### config.mk
export PLATFORM = sky130hd
export DESIGN_NAME = async_rx_top
export DESIGN_NICKNAME = d
export VERILOG_FILES = /design/src/rtl/rx_pkg.sv /design/src/rtl/rx_ctrl.sv /design/src/rtl/rx_dpath.sv /design/src/rtl/async_rx_top.sv
export SDC_FILE = /design/constraint.sdc
export NUM_CORES = 1
export LEC_CHECK = 0
export ABC_AREA = 1
export BUFFER_PORTS_ARGS = -buffer_cell sky130_fd_sc_hd__clkbuf_2
export CORE_UTILIZATION = 42
export CTS_CLUSTER_DIAMETER = 120
export DETAILED_ROUTE_END_ITERATION = 7
export PLACE_DENSITY = 0.68
export SYNTH_ARGS = -nofsm -noshare
export SYNTH_HDL_FRONTEND = slang
export SYNTH_HIERARCHICAL = 1
export SYNTH_SLANG_ARGS = --single-unit
### constraint.sdc
create_clock -name clk -period 1.69 [get_ports clk]
set_input_delay 0.507 -clock clk [delete_from_list [all_inputs] [get_ports clk]]
set_output_delay 0.507 -clock clk [all_outputs]
set_load 0.02 [all_outputs]
### src/rtl/rx_pkg.sv
package rx_pkg;
  typedef enum logic [1:0] {
    ST_IDLE,
    ST_START,
    ST_DATA,
    ST_STOP
  } rxStateT;

  // strobes from control to datapath, one cycle wide
  typedef struct packed {
    logic shiftEn;
    logic shiftBit;
    logic charDone;
    logic stopBad;
  } rxStrobeT;
endpackage

### src/rtl/rx_ctrl.sv
module rx_ctrl
  import rx_pkg::*;
#(
  parameter int OVS     = 16,
  parameter int MAXBITS = 9
) (
  input  logic     clk,
  input  logic     rstN,
  input  logic     portEn,
  input  logic     rxEn,
  input  logic     blockRx,
  input  logic     nineBit,
  input  logic     tick,
  input  logic     lineIn,
  output rxStrobeT strobe,
  output logic     idle
);
  localparam int CW  = $clog2(OVS);
  localparam int BW  = $clog2(MAXBITS);
  localparam int MID = OVS / 2 - 1;

  logic [1:0]    syncQ;
  logic          lineS;
  rxStateT       state;
  logic [CW-1:0] cnt;
  logic [BW-1:0] bitIdx;
  logic [BW-1:0] lastIdx;

  assign lineS   = syncQ[1];
  assign lastIdx = nineBit ? BW'(MAXBITS - 1) : BW'(MAXBITS - 2);
  assign idle    = (state == ST_IDLE);

  always_ff @(posedge clk or negedge rstN) begin
    if (!rstN) syncQ <= 2'b11;
    else       syncQ <= {syncQ[0], lineIn};
  end

  always_ff @(posedge clk or negedge rstN) begin
    if (!rstN) begin
      state  <= ST_IDLE;
      cnt    <= '0;
      bitIdx <= '0;
      strobe <= '0;
    end else if (!portEn || !rxEn) begin
      state  <= ST_IDLE;
      cnt    <= '0;
      bitIdx <= '0;
      strobe <= '0;
    end else begin
      strobe <= '0;
      if (tick) begin
        case (state)
          ST_IDLE: begin
            if (!lineS && !blockRx) begin
              state <= ST_START;
              cnt   <= '0;
            end
          end
          ST_START: begin
            if (cnt == CW'(MID)) begin
              cnt    <= '0;
              bitIdx <= '0;
              state  <= lineS ? ST_IDLE : ST_DATA;
            end else begin
              cnt <= cnt + 1'b1;
            end
          end
          ST_DATA: begin
            cnt <= cnt + 1'b1;
            if (cnt == CW'(OVS - 1)) begin
              strobe.shiftEn  <= 1'b1;
              strobe.shiftBit <= lineS;
              if (bitIdx == lastIdx) state <= ST_STOP;
              else                   bitIdx <= bitIdx + 1'b1;
            end
          end
          ST_STOP: begin
            cnt <= cnt + 1'b1;
            if (cnt == CW'(OVS - 1)) begin
              strobe.charDone <= 1'b1;
              strobe.stopBad  <= !lineS;
              state           <= ST_IDLE;
            end
          end
          default: state <= ST_IDLE;
        endcase
      end
    end
  end


  shift_done_excl_chk: assert property (@(posedge clk) disable iff (!rstN)
    !(strobe.shiftEn && strobe.charDone));


  no_start_without_tick_chk: assert property (@(posedge clk) disable iff (!rstN)
    (idle && !tick) |=> idle);


  blocked_stays_idle_chk: assert property (@(posedge clk) disable iff (!rstN)
    (idle && blockRx) |=> idle);
endmodule

### src/rtl/rx_dpath.sv
module rx_dpath
  import rx_pkg::*;
#(
  parameter int MAXBITS = 9,
  parameter int DEPTH   = 2
) (
  input  logic               clk,
  input  logic               rstN,
  input  logic               portEn,
  input  logic               rxEn,
  input  logic               nineBit,
  input  logic               addrDet,
  input  rxStrobeT           strobe,
  input  logic               readStrobe,
  output logic [MAXBITS-1:0] rxData,
  output logic               rxReady,
  output logic               frameErr,
  output logic               overrunErr
);
  localparam int PW   = (DEPTH > 1) ? $clog2(DEPTH) : 1;
  localparam int CNTW = $clog2(DEPTH + 1);
  localparam int EW   = MAXBITS + 1;

  logic [MAXBITS-1:0] shiftReg;
  logic [MAXBITS-1:0] word;
  logic [EW-1:0]      mem [DEPTH];
  logic [PW-1:0]      wrPtr, rdPtr;
  logic [CNTW-1:0]    count;
  logic               accept, full, push, pop, ovfSet;

  function automatic logic [PW-1:0] nextPtr(input logic [PW-1:0] p);
    return (p == PW'(DEPTH - 1)) ? '0 : p + 1'b1;
  endfunction

  assign word   = nineBit ? shiftReg : {1'b0, shiftReg[MAXBITS-1:1]};
  assign accept = strobe.charDone && (!addrDet || (nineBit && word[MAXBITS-1]));
  assign pop    = readStrobe && (count != '0);
  assign full   = (count == CNTW'(DEPTH)) && !pop;
  assign push   = accept && !overrunErr && !full;
  assign ovfSet = accept && !overrunErr && full;

  always_ff @(posedge clk or negedge rstN) begin
    if (!rstN)                shiftReg <= '0;
    else if (!portEn)         shiftReg <= '0;
    else if (strobe.shiftEn)  shiftReg <= {strobe.shiftBit, shiftReg[MAXBITS-1:1]};
  end

  always_ff @(posedge clk or negedge rstN) begin
    if (!rstN) begin
      wrPtr      <= '0;
      rdPtr      <= '0;
      count      <= '0;
      overrunErr <= 1'b0;
    end else if (!portEn) begin
      wrPtr      <= '0;
      rdPtr      <= '0;
      count      <= '0;
      overrunErr <= 1'b0;
    end else begin
      if (push) wrPtr <= nextPtr(wrPtr);
      if (pop)  rdPtr <= nextPtr(rdPtr);
      case ({push, pop})
        2'b10:   count <= count + 1'b1;
        2'b01:   count <= count - 1'b1;
        default: count <= count;
      endcase
      if (!rxEn)       overrunErr <= 1'b0;
      else if (ovfSet) overrunErr <= 1'b1;
    end
  end

  for (genvar i = 0; i < DEPTH; i++) begin : g_entry
    always_ff @(posedge clk or negedge rstN) begin
      if (!rstN)                       mem[i] <= '0;
      else if (push && wrPtr == PW'(i)) mem[i] <= {strobe.stopBad, word};
    end
  end

  assign rxReady  = (count != '0);
  assign rxData   = mem[rdPtr][MAXBITS-1:0];
  assign frameErr = rxReady && mem[rdPtr][MAXBITS];


  ready_falls_on_read_chk: assert property (@(posedge clk) disable iff (!rstN)
    $fell(rxReady) |-> ($past(readStrobe) || !$past(portEn)));


  no_overflow_chk: assert property (@(posedge clk) disable iff (!rstN)
    count <= CNTW'(DEPTH));


  overrun_sticky_chk: assert property (@(posedge clk) disable iff (!rstN)
    (overrunErr && rxEn && portEn) |=> overrunErr);


  port_off_clears_chk: assert property (@(posedge clk) disable iff (!rstN)
    !portEn |=> (!rxReady && !overrunErr && !frameErr));
endmodule

### src/rtl/async_rx_top.sv
module async_rx_top
  import rx_pkg::*;
#(
  parameter int OVS     = 16,
  parameter int MAXBITS = 9,
  parameter int DEPTH   = 2
) (
  input  logic               clk,
  input  logic               rstN,
  input  logic               portEn,
  input  logic               rxEn,
  input  logic               nineBit,
  input  logic               addrDet,
  input  logic               sampleTick,
  input  logic               rxLine,
  input  logic               readStrobe,
  output logic [MAXBITS-1:0] rxData,
  output logic               rxReady,
  output logic               frameErr,
  output logic               overrunErr,
  output logic               rxIdle
);
  rxStrobeT strobe;

  rx_ctrl #(.OVS(OVS), .MAXBITS(MAXBITS)) u_ctrl (
    .clk(clk), .rstN(rstN), .portEn(portEn), .rxEn(rxEn),
    .blockRx(overrunErr), .nineBit(nineBit), .tick(sampleTick),
    .lineIn(rxLine), .strobe(strobe), .idle(rxIdle)
  );

  rx_dpath #(.MAXBITS(MAXBITS), .DEPTH(DEPTH)) u_dpath (
    .clk(clk), .rstN(rstN), .portEn(portEn), .rxEn(rxEn),
    .nineBit(nineBit), .addrDet(addrDet), .strobe(strobe),
    .readStrobe(readStrobe), .rxData(rxData), .rxReady(rxReady),
    .frameErr(frameErr), .overrunErr(overrunErr)
  );
endmodule

Word level (Yosys, flattened, before mapping)
Index checks and enable logic that the tools add are counted.
- register bits: 50
- logic and storage cells: 116
- add/subtract/negate cells: 6
- $lt $le $gt $ge: 1
- equal/unequal tests: 20
- multiplexer cells: 44
- bitwise operators: 2
- reduce and logical (&&, ||, !) cells: 28
- operators with widths (cell ; number):
    $mux 4 ; 12
    $mux 10 ; 3
    $mux 9 ; 3
    $mux 2 ; 13
    $ne 3x1->1 const B ; 6
    $pmux 4 s3 ; 1
    $logic_and 1x1->1 ; 11
    $mux 1 ; 9
    $add 4x1->4 const B ; 2
    $eq 2x2->1 const B ; 4
    $pmux 2 s4 ; 1
    $pmux 4 s2 ; 1
    $logic_not 1->1 ; 7
    $ne 2x1->1 const B ; 3
    $ne 3x2->1 const B ; 2
    $reduce_and 6->1 ; 1
    $reduce_and 5->1 ; 1
    $eq 2x1->1 const B ; 2
    $eq 4x3->1 const B ; 1
    $eq 4x4->1 ; 1
    $eq 4x4->1 const B ; 1
    $pmux 2 s2 ; 1
    $reduce_bool 2->1 ; 2
    $reduce_bool 3->1 ; 1
    10 further kinds ; 12

Logic depth before layout (Yosys ltp)
Gate-level depths: netlist of run 1.
- depth after elaboration: 9
- gate-level depth with buffers: 10

By module
The synthesis of run 1 kept the hierarchy.
- by module, submodules not included (module ; times used ; cells each ; area each (um^2) ; sequential area each (um^2)):
    rx_dpath ; 1 ; 195 ; 1644.1 ; 850.8
    rx_ctrl ; 1 ; 108 ; 855.8 ; 402.9

Least setup slack after synthesis of run 1
No wires, ideal clock.
- path kind: register to output
- start point: register u_dpath.rdPtr
- end point: output frameErr
- arrival time: 0.922 ns
- data required time: 1.183 ns
- slack: 0.261 ns
- stages on the path, launching flop included: 4
- buffers on the path: 0
- cells stage by stage: dfrtp_1 > clkinv_1 > nand2_1 > a21oi_1
- cells in the longest elaborated chain, start to end: 5
- RTL lines (item ; RTL line ; RTL):
    start, declared ; rx_dpath.sv:27 ; logic [PW-1:0] wrPtr, rdPtr;
    start signal, assigned ; rx_dpath.sv:61 ; if (pop) rdPtr <= nextPtr(rdPtr);
    $not 1->2 (not written as such) ; rx_dpath.sv:81 ; assign frameErr = rxReady && mem[rdPtr][MAXBITS];
    $mux 10 (3 in series) ; n/a ;
    $logic_and 1x1->1 ; rx_dpath.sv:81 ;
    end, declared ; async_rx_top.sv:19 ; output logic frameErr,
No other way between the ends. The select of a mux whose other input is x is not followed.

Worst setup path after layout of run 1
- start point: register u_dpath.rdPtr
- end point: output rxData[1]
- cells in the longest elaborated chain, start to end: 4
- RTL lines (item ; RTL line ; RTL):
    $not 1->2 (not written as such) ; rx_dpath.sv:80 ; assign rxData = mem[rdPtr][MAXBITS-1:0];
    $mux 10 (not written as such) (3 in series) ; rx_dpath.sv:80 ;
    end, declared ; async_rx_top.sv:17 ; output logic [MAXBITS-1:0] rxData,
No other way between the ends. The select of a mux whose other input is x is not followed.

==> summary.md, run 1 <==
| Metric | Value |
|---|---|
| Outcome | complete, but fails checks |
| Failing checks | setup timing |
| Number of synthesized register bits | 50 |
| Post-DP HPWL | approximately 3400 um |
| Sequential Power Share | ~47% |
| Fmax | 578 MHz |
| PwrDens | 900 nW/um^2 |
| Antenna fix cells | 0 |
| Average cell area after synthesis | approximately 8.3 um^2 |
| RSZ-0062 raised after global routing | yes |
| Per-cell routed wire length | 11.9 um |
| Layout cells sized above 1 | slightly below 30% |
| Post-Layout Cell Count | just over 400 |
| Total Power | 0.00276 W |
| CTS Root Cell | clkbuf_8 |
| Area of the multi-input gates | 1160 um^2 |
| Most common cell after layout, fill and taps aside | nand2_1 |
| Max-cap violations | 0 |
| Max clock buf depth | 2 |
| Clock Pin Slew Worst Setup and Hold Paths | ~100 ps |
| Logic pwr share | approximately 17% |
| Leakage | ~1.5 nW |
| Switch Pwr | 0.000742 W |
| Util after Layout | between 50% and 60% |
| Vias per cell | roughly 4.9 |
| Nets@finish | ~340 |
| Crit Path Max Fanout | 7 |
| Post-Syn Nets | 314 |
| Port-buffer cells | 21 |
| Total grt overflow | 0 |
| Synthesized cell area | ~2500 um^2 |
| Area of the die | 6260 um^2 |
| Power Internal | between 0.002 and 0.0025 W |
| Placed cell area | 2700 um^2 |
| Endpoint class of the critical path | output port |
| Type of the worst setup path | flip-flop to output port |
| Worst reg2reg endpoint | u_dpath/mem[16] |
| Arrival time worst endpoint | about 1200 ps |
| Rows | 27 |
| Die Span X | 79.2 um |
| Period minus WS final | approximately 1700 ps |
| Worst path cell trace | buf_6 > buf_12 > nand2_2 > nand2_2 > buf_6 |
| Vias in the first global route | around 1900 |
| Register area | around 1300 um^2 |
| Cell variety after synth | 31 |
| Clock group share of total power | 36.1% |
| Largest net degree at the start of global routing | 51 |
| Worst r2r path cells | 6 |
| I/O Pins | 22 |
| Most used DFF post-synth | dfrtp_1 |
| Area Growth Syn to Fin | 22.9% |
| Max rail drop VDD | around 0.59 mV |
| Final hold slack | between 150 and 200 ps |
| Worst-margin pin slew | 457 ps |
| Req. time, crit path | 1180 ps |
| YS warnings | 6 |
| Relative slew margins | between 60 and 70% |
| ANT nets after route | 0 |
| Initial DRC count | 75 |
| CTS Buf Count | 5 |
| Core area | 5610 um^2 |
| R2R setup slack | around 230 ps |
| Post-synthesis sequential area ratio | approximately half |
| HP Class | input port to async pin |
| GP Congestion | just over 0.8 |
| R2R Path Start | u_dpath/overrunErr |
| Worst clock skew | 9.09 ps |
| GRT Overall Usage | approximately 17% |
| Tcrit/Tclk final | 102% |
| Final Hold Viols | 0 |
| First-pass GRT wire length | between 8000 and 9000 um |
| Commonest cells after routing, fill and taps aside | 79 x nand2_1, 46 x dfrtp_1, 29 x inv_1 |
| FILL cells | between 500 and 600 |
| CTS sink count | 50 |
| Htree depth | 2 |
| TritonCTS clock tree | done |
| Initial antenna violation count | 0 |
| Sw frac | a little over a quarter |
| DP Cell Count | about 390 |
| DRC viols | 0 |
| Final setup violation count | 6 |
| Setup crit start | u_dpath/rdPtr |
| Final Max Slew Viols | 0 |
| CP Launch Type | flip-flop |
| Initial Utilization | 44.6% |
| Cells after Synth | approximately 300 |
| Post-synth EDFFs | 0 |
| CP max-delay cell | dfrtp_1 |
| Worst skew pair latency | a little over 300 ps |
| Initial DRT Pass Iterations | 4 |
| Ys async rst share | 100% |
| Largest cells by area after synthesis | dfrtp_1 48%, nand2_1 15%, inv_1 4.4% |
| Final WS setup | -40.8 ps |
| Cell taking the most area after synthesis | dfrtp_1 |
| Design Area, Final | 3070 um^2 |
| Die span in y | about 79 um |
| Worst path max stage delay | approximately 410 ps |
| Share of the synthesized area in the top cell type | 48.0% |
| Via count | about 2000 |
| Post-Route WL | 4830 um |
## synth_stat cells, types with 3 or more instances
cell type	instances
nand2_1	99
dfrtp_1	48
inv_1	29
nor2_1	19
nand3_1	17
o21ai_1	12
o21ai_2	11
o21ai_0	9
a21oi_1	8
o22ai_1	8
nand2_2	6
nor2_2	6
buf_6	5
inv_2	3
nand2_4	3
## cells by family (layout without fill, tap and decap cells)
kind of cell             after synthesis  in the layout  share of synthesized area (%)
AO/OA/AOI/OAI                         51             51                           12.8
XOR/XNOR                               3              3                           1.05
flip-flops                            50             50                           50.2
AND/OR/NAND/NOR                      156            156                           27.3
adder cells (fa/ha/maj)                2              2                           1.00
buffers and inverters                 41             71                           7.71
## worst max path at each step
stage | endpoint
floorplan | frameErr
global placement | u_ctrl/bitIdx[0]
detailed placement | u_ctrl/bitIdx[1]
CTS | rxData[0]
global route | rxData[0]
finish | rxData[1]
## state kept, by name, summed over array words and instances (netlist names)
name                flops
u_dpath/wrPtr           1
u_ctrl/syncQ            2
u_dpath/mem            20
u_ctrl/strobe           4
u_dpath/rdPtr           1
u_ctrl/cnt              4
u_ctrl/bitIdx           4
u_dpath/overrunErr      1
u_ctrl/state            2
u_dpath/count           2
u_dpath/shiftReg        9
## critical path, delay by kind of cell, from the launching register on
| kind | cells | cell delay [ps] |
|---|---|---|
| buf+inv | 3 | 400 |
| simple gates | 2 | 90 |
| flops | 1 | 410 |
## power groups by stage
stage | logic (W) | clock network (W) | registers, W
final | 0.000468 | 0.000998 | 0.00130
after floorplan | 0.000236 | 0 | 0.00130
after CTS | 0.000436 | 0.00103 | 0.00129
after detailed placement | 0.000360 | 0 | 0.00131
after global routing | 0.000524 | 0.00107 | 0.00131
after global placement | 0.000356 | 0 | 0.00130
## repair_timing
action | 4_1_cts | 5_1_grt
setup buffers | 3 | 0
pin swaps | 4 | 8
hold buffers | 0 | 0
setup endpoints to repair | 9 | 11
gates resized for setup | 15 | 51
## layer usage
metal,part of all wire (%),track usage [%],vias up,routed length (um)
met2,48,28.4,28,2340
met1,47,21.7,937,2280
met4,1.4,6.00,0,68
met3,3.1,3.10,6,148
met5,0,0,-,0
li1,-,-,1024,-
## per-stage QoR
stage / setup WS [ps] / setup TNS (ps)
4_1_cts: -60.6 / -378
5_1_grt: -84.9 / -653
3_3_place_gp: 98.1 / 0
2_1_floorplan: 261 / 0
6_report: -40.8 / -211
3_5_place_dp: 89.9 / 0
## final cells by class
type,instances,share of cell area (%)
clock inverter,3,2.24
sequential,50,40.9
timing repair buffer,30,9.86
tap,72,2.93
multi-input combinational,212,37.8
inverter,33,4.07
clock buffer,5,2.24
Note: power is estimated with default switching activity, not from simulation.
==> run 2: changes to the inputs <==
--- a/config.mk
+++ b/config.mk
@@ -6,11 +6,13 @@
 export NUM_CORES = 1
 export LEC_CHECK = 0
 export ABC_AREA = 1
+export ABC_CLOCK_PERIOD_IN_PS = 1690
 export BUFFER_PORTS_ARGS = -buffer_cell sky130_fd_sc_hd__clkbuf_2
-export CORE_UTILIZATION = 42
+export CORE_UTILIZATION = 58
 export CTS_CLUSTER_DIAMETER = 120
 export DETAILED_ROUTE_END_ITERATION = 7
-export PLACE_DENSITY = 0.68
+export HOLD_SLACK_MARGIN = 0.08
+export PLACE_DENSITY = 0.86
 export SYNTH_ARGS = -nofsm -noshare
 export SYNTH_HDL_FRONTEND = slang
 export SYNTH_HIERARCHICAL = 1
==> run 2 against run 1 <==
  * The flow still finishes with violations (setup timing)
  * Via count shrank 1.4%
  * Global-route usage grew 6.9 points
  * Sequential share of layout area grew 3.5 points
  * Largest cell class unchanged
  * Largest power group unchanged
==> summary.md, run 2 (synthesized netlist as in run 1, its figures left out) <==
| Metric | Value |
|---|---|
| Worst r2r path cells | 6 |
| Rows | 23 |
| Endpoint class of the critical path | output port |
| Outcome | complete, but fails checks |
| Worst clock skew | around 3.1 ps |
| Port-buffer cells | 21 |
| Post-DP HPWL | around 3400 um |
| GRT Overall Usage | 23.8% |
| ANT nets after route | 0 |
| RSZ-0062 raised after global routing | yes |
| R2R Path Start | u_dpath/overrunErr |
| Max clock buf depth | 2 |
| Antenna fix cells | 0 |
| Design Area, Final | about 2800 um^2 |
| Final Hold Viols | 0 |
| Worst path cell trace | clkinv_4 > nand2_1 > a21oi_2 > buf_4 |
| I/O Pins | 22 |
| Relative slew margins | 64.9% |
| FILL cells | about 330 |
| Initial Utilization | between 60% and 70% |
| Req. time, crit path | 1180 ps |
| Setup crit start | u_dpath/rdPtr |
| CTS sink count | 50 |
| Largest net degree at the start of global routing | 40 |
| Final WS setup | -0.234 ps |
| Per-cell routed wire length | roughly 12 um |
| Util after Layout | between 60% and 70% |
| Worst setup path end | frameErr |
| First-pass GRT wire length | 7980 um |
| Tcrit/Tclk final | 100% |
| Arrival time worst endpoint | 1180 ps |
| R2R setup slack | around 190 ps |
| Max rail drop VDD | roughly 0.44 mV |
| Max-cap violations | 0 |
| Post-Route WL | around 4700 um |
| Fmax | around 590 MHz |
| PwrDens | around 950 nW/um^2 |
| Failing checks | setup timing |
| Initial DRT Pass Iterations | 4 |
| Worst-margin pin slew | about 520 ps |
| DRC viols | 0 |
| Initial DRC count | roughly 100 |
| Period minus WS final | about 1700 ps |
| Crit Path Max Fanout | 10 |
| Core area | 4060 um^2 |
| Area of the die | ~4600 um^2 |
| CP max-delay cell | dfrtp_2 |
| Layout cells sized above 1 | 22.2% |
| Die Span X | around 68 um |
| CTS Hold Bufs | 0 |
| Via count | 1968 |
| GP Congestion | 0.804 |
| Die span in y | a little under 70 um |
| Worst path max stage delay | approximately 460 ps |
| Largest Register | u_dpath/mem |
| Vias per cell | between 5 and 6 |
| CTS Buf Count | 5 |
| Leakage | about 1.4 nW |
| Most common cell after layout, fill and taps aside | nand2_1 |
| Type of the worst setup path | flip-flop to output port |
| Htree depth | 2 |
| Placed cell area | ~2600 um^2 |
| TritonCTS clock tree | done |
| HP Class | input port to async pin |
| Total grt overflow | 0 |
| Area Growth Syn to Fin | 13.0% |
| Commonest cells after routing, fill and taps aside | 99 x nand2_1, 47 x dfrtp_1, 29 x inv_1 |
| CTS Root Cell | clkbuf_8 |
| Initial antenna violation count | 0 |
| Final Max Slew Viols | 0 |
| Vias in the first global route | 1838 |
| Worst reg2reg endpoint | u_dpath/mem[13] |
| Nets@finish | around 340 |
| CP Launch Type | flip-flop |
| Regs by FF count | u_dpath/mem (20), u_dpath/shiftReg (9) |
| Max reg flops | 20 |
| Clock Pin Slew Worst Setup and Hold Paths | around 80 ps |
| Final setup violation count | 1 |
| Worst skew pair latency | roughly 300 ps |
[run 2: layout make-up]
class                           instances  area, um^2  area share (%)
Sequential cell                        50        1250            44.4
Multi-Input combinational cell        212        1070            38.0
Timing Repair Buffer                   26         161            5.71
Inverter                               33         129            4.56
Clock buffer                            6        82.6            2.92
Tap cell                               50        62.6            2.21
Clock inverter                          2        60.1            2.13
[run 2: critical path, delay by kind of cell, from the launching register on]
family	cells	cell delay, ps
buf+inv	2	250
compound gates	1	120
flops	1	460
simple gates	1	60
[run 2: repair_timing]
item	4_1_cts	5_1_grt
setup buffers	1	0
pin swaps	0	0
endpoints found under the setup margin	10	13
resized for setup	4	16
cloned	0	0
[run 2: where the power goes]
part / leakage (nW) / switching (W) / internal, W
clock: 0.0714 / 0.000374 / 0.000631
combinational: 0.676 / 0.000238 / 0.000129
sequential: 0.686 / 0.0000630 / 0.00124
[run 2: stage by stage]
stage | total power [W] | instances | setup slack [ps] | hold slack [ps] | setup TNS [ps]
after floorplan | 0.00153 | 303 | 261 | 211 | 0
after global placement | 0.00164 | 370 | 118 | 349 | 0
after detailed placement | 0.00165 | 370 | 60.5 | 350 | 0
after CTS | 0.00267 | 379 | -46.3 | 95.8 | -205
after global routing | 0.00281 | 379 | -57.1 | 98.3 | -382
final | 0.00267 | 379 | -0.234 | 92.7 | -0.234
[run 2: worst min-delay path by stage]
stage,startpoint,to,slack (ps),cells past startpoint
floorplan,rstN,u_ctrl/bitIdx[0],210,0
global placement,u_ctrl/syncQ[0],u_ctrl/syncQ[1],350,0
detailed placement,u_ctrl/syncQ[0],u_ctrl/syncQ[1],350,0
CTS,rstN,u_dpath/mem[16],100,1
global route,rstN,u_dpath/mem[16],100,1
finish,rstN,u_dpath/mem[16],90,1
[run 2: metal layers]
layer	part of all wire, %	routed length [um]	global-route usage [%]	up-vias
met5	0	0	0	-
met4	1.3	61	8.51	0
met3	3.0	142	5.57	5
met2	51	2390	41.1	30
met1	45	2120	28.6	915
li1	-	-	-	1018
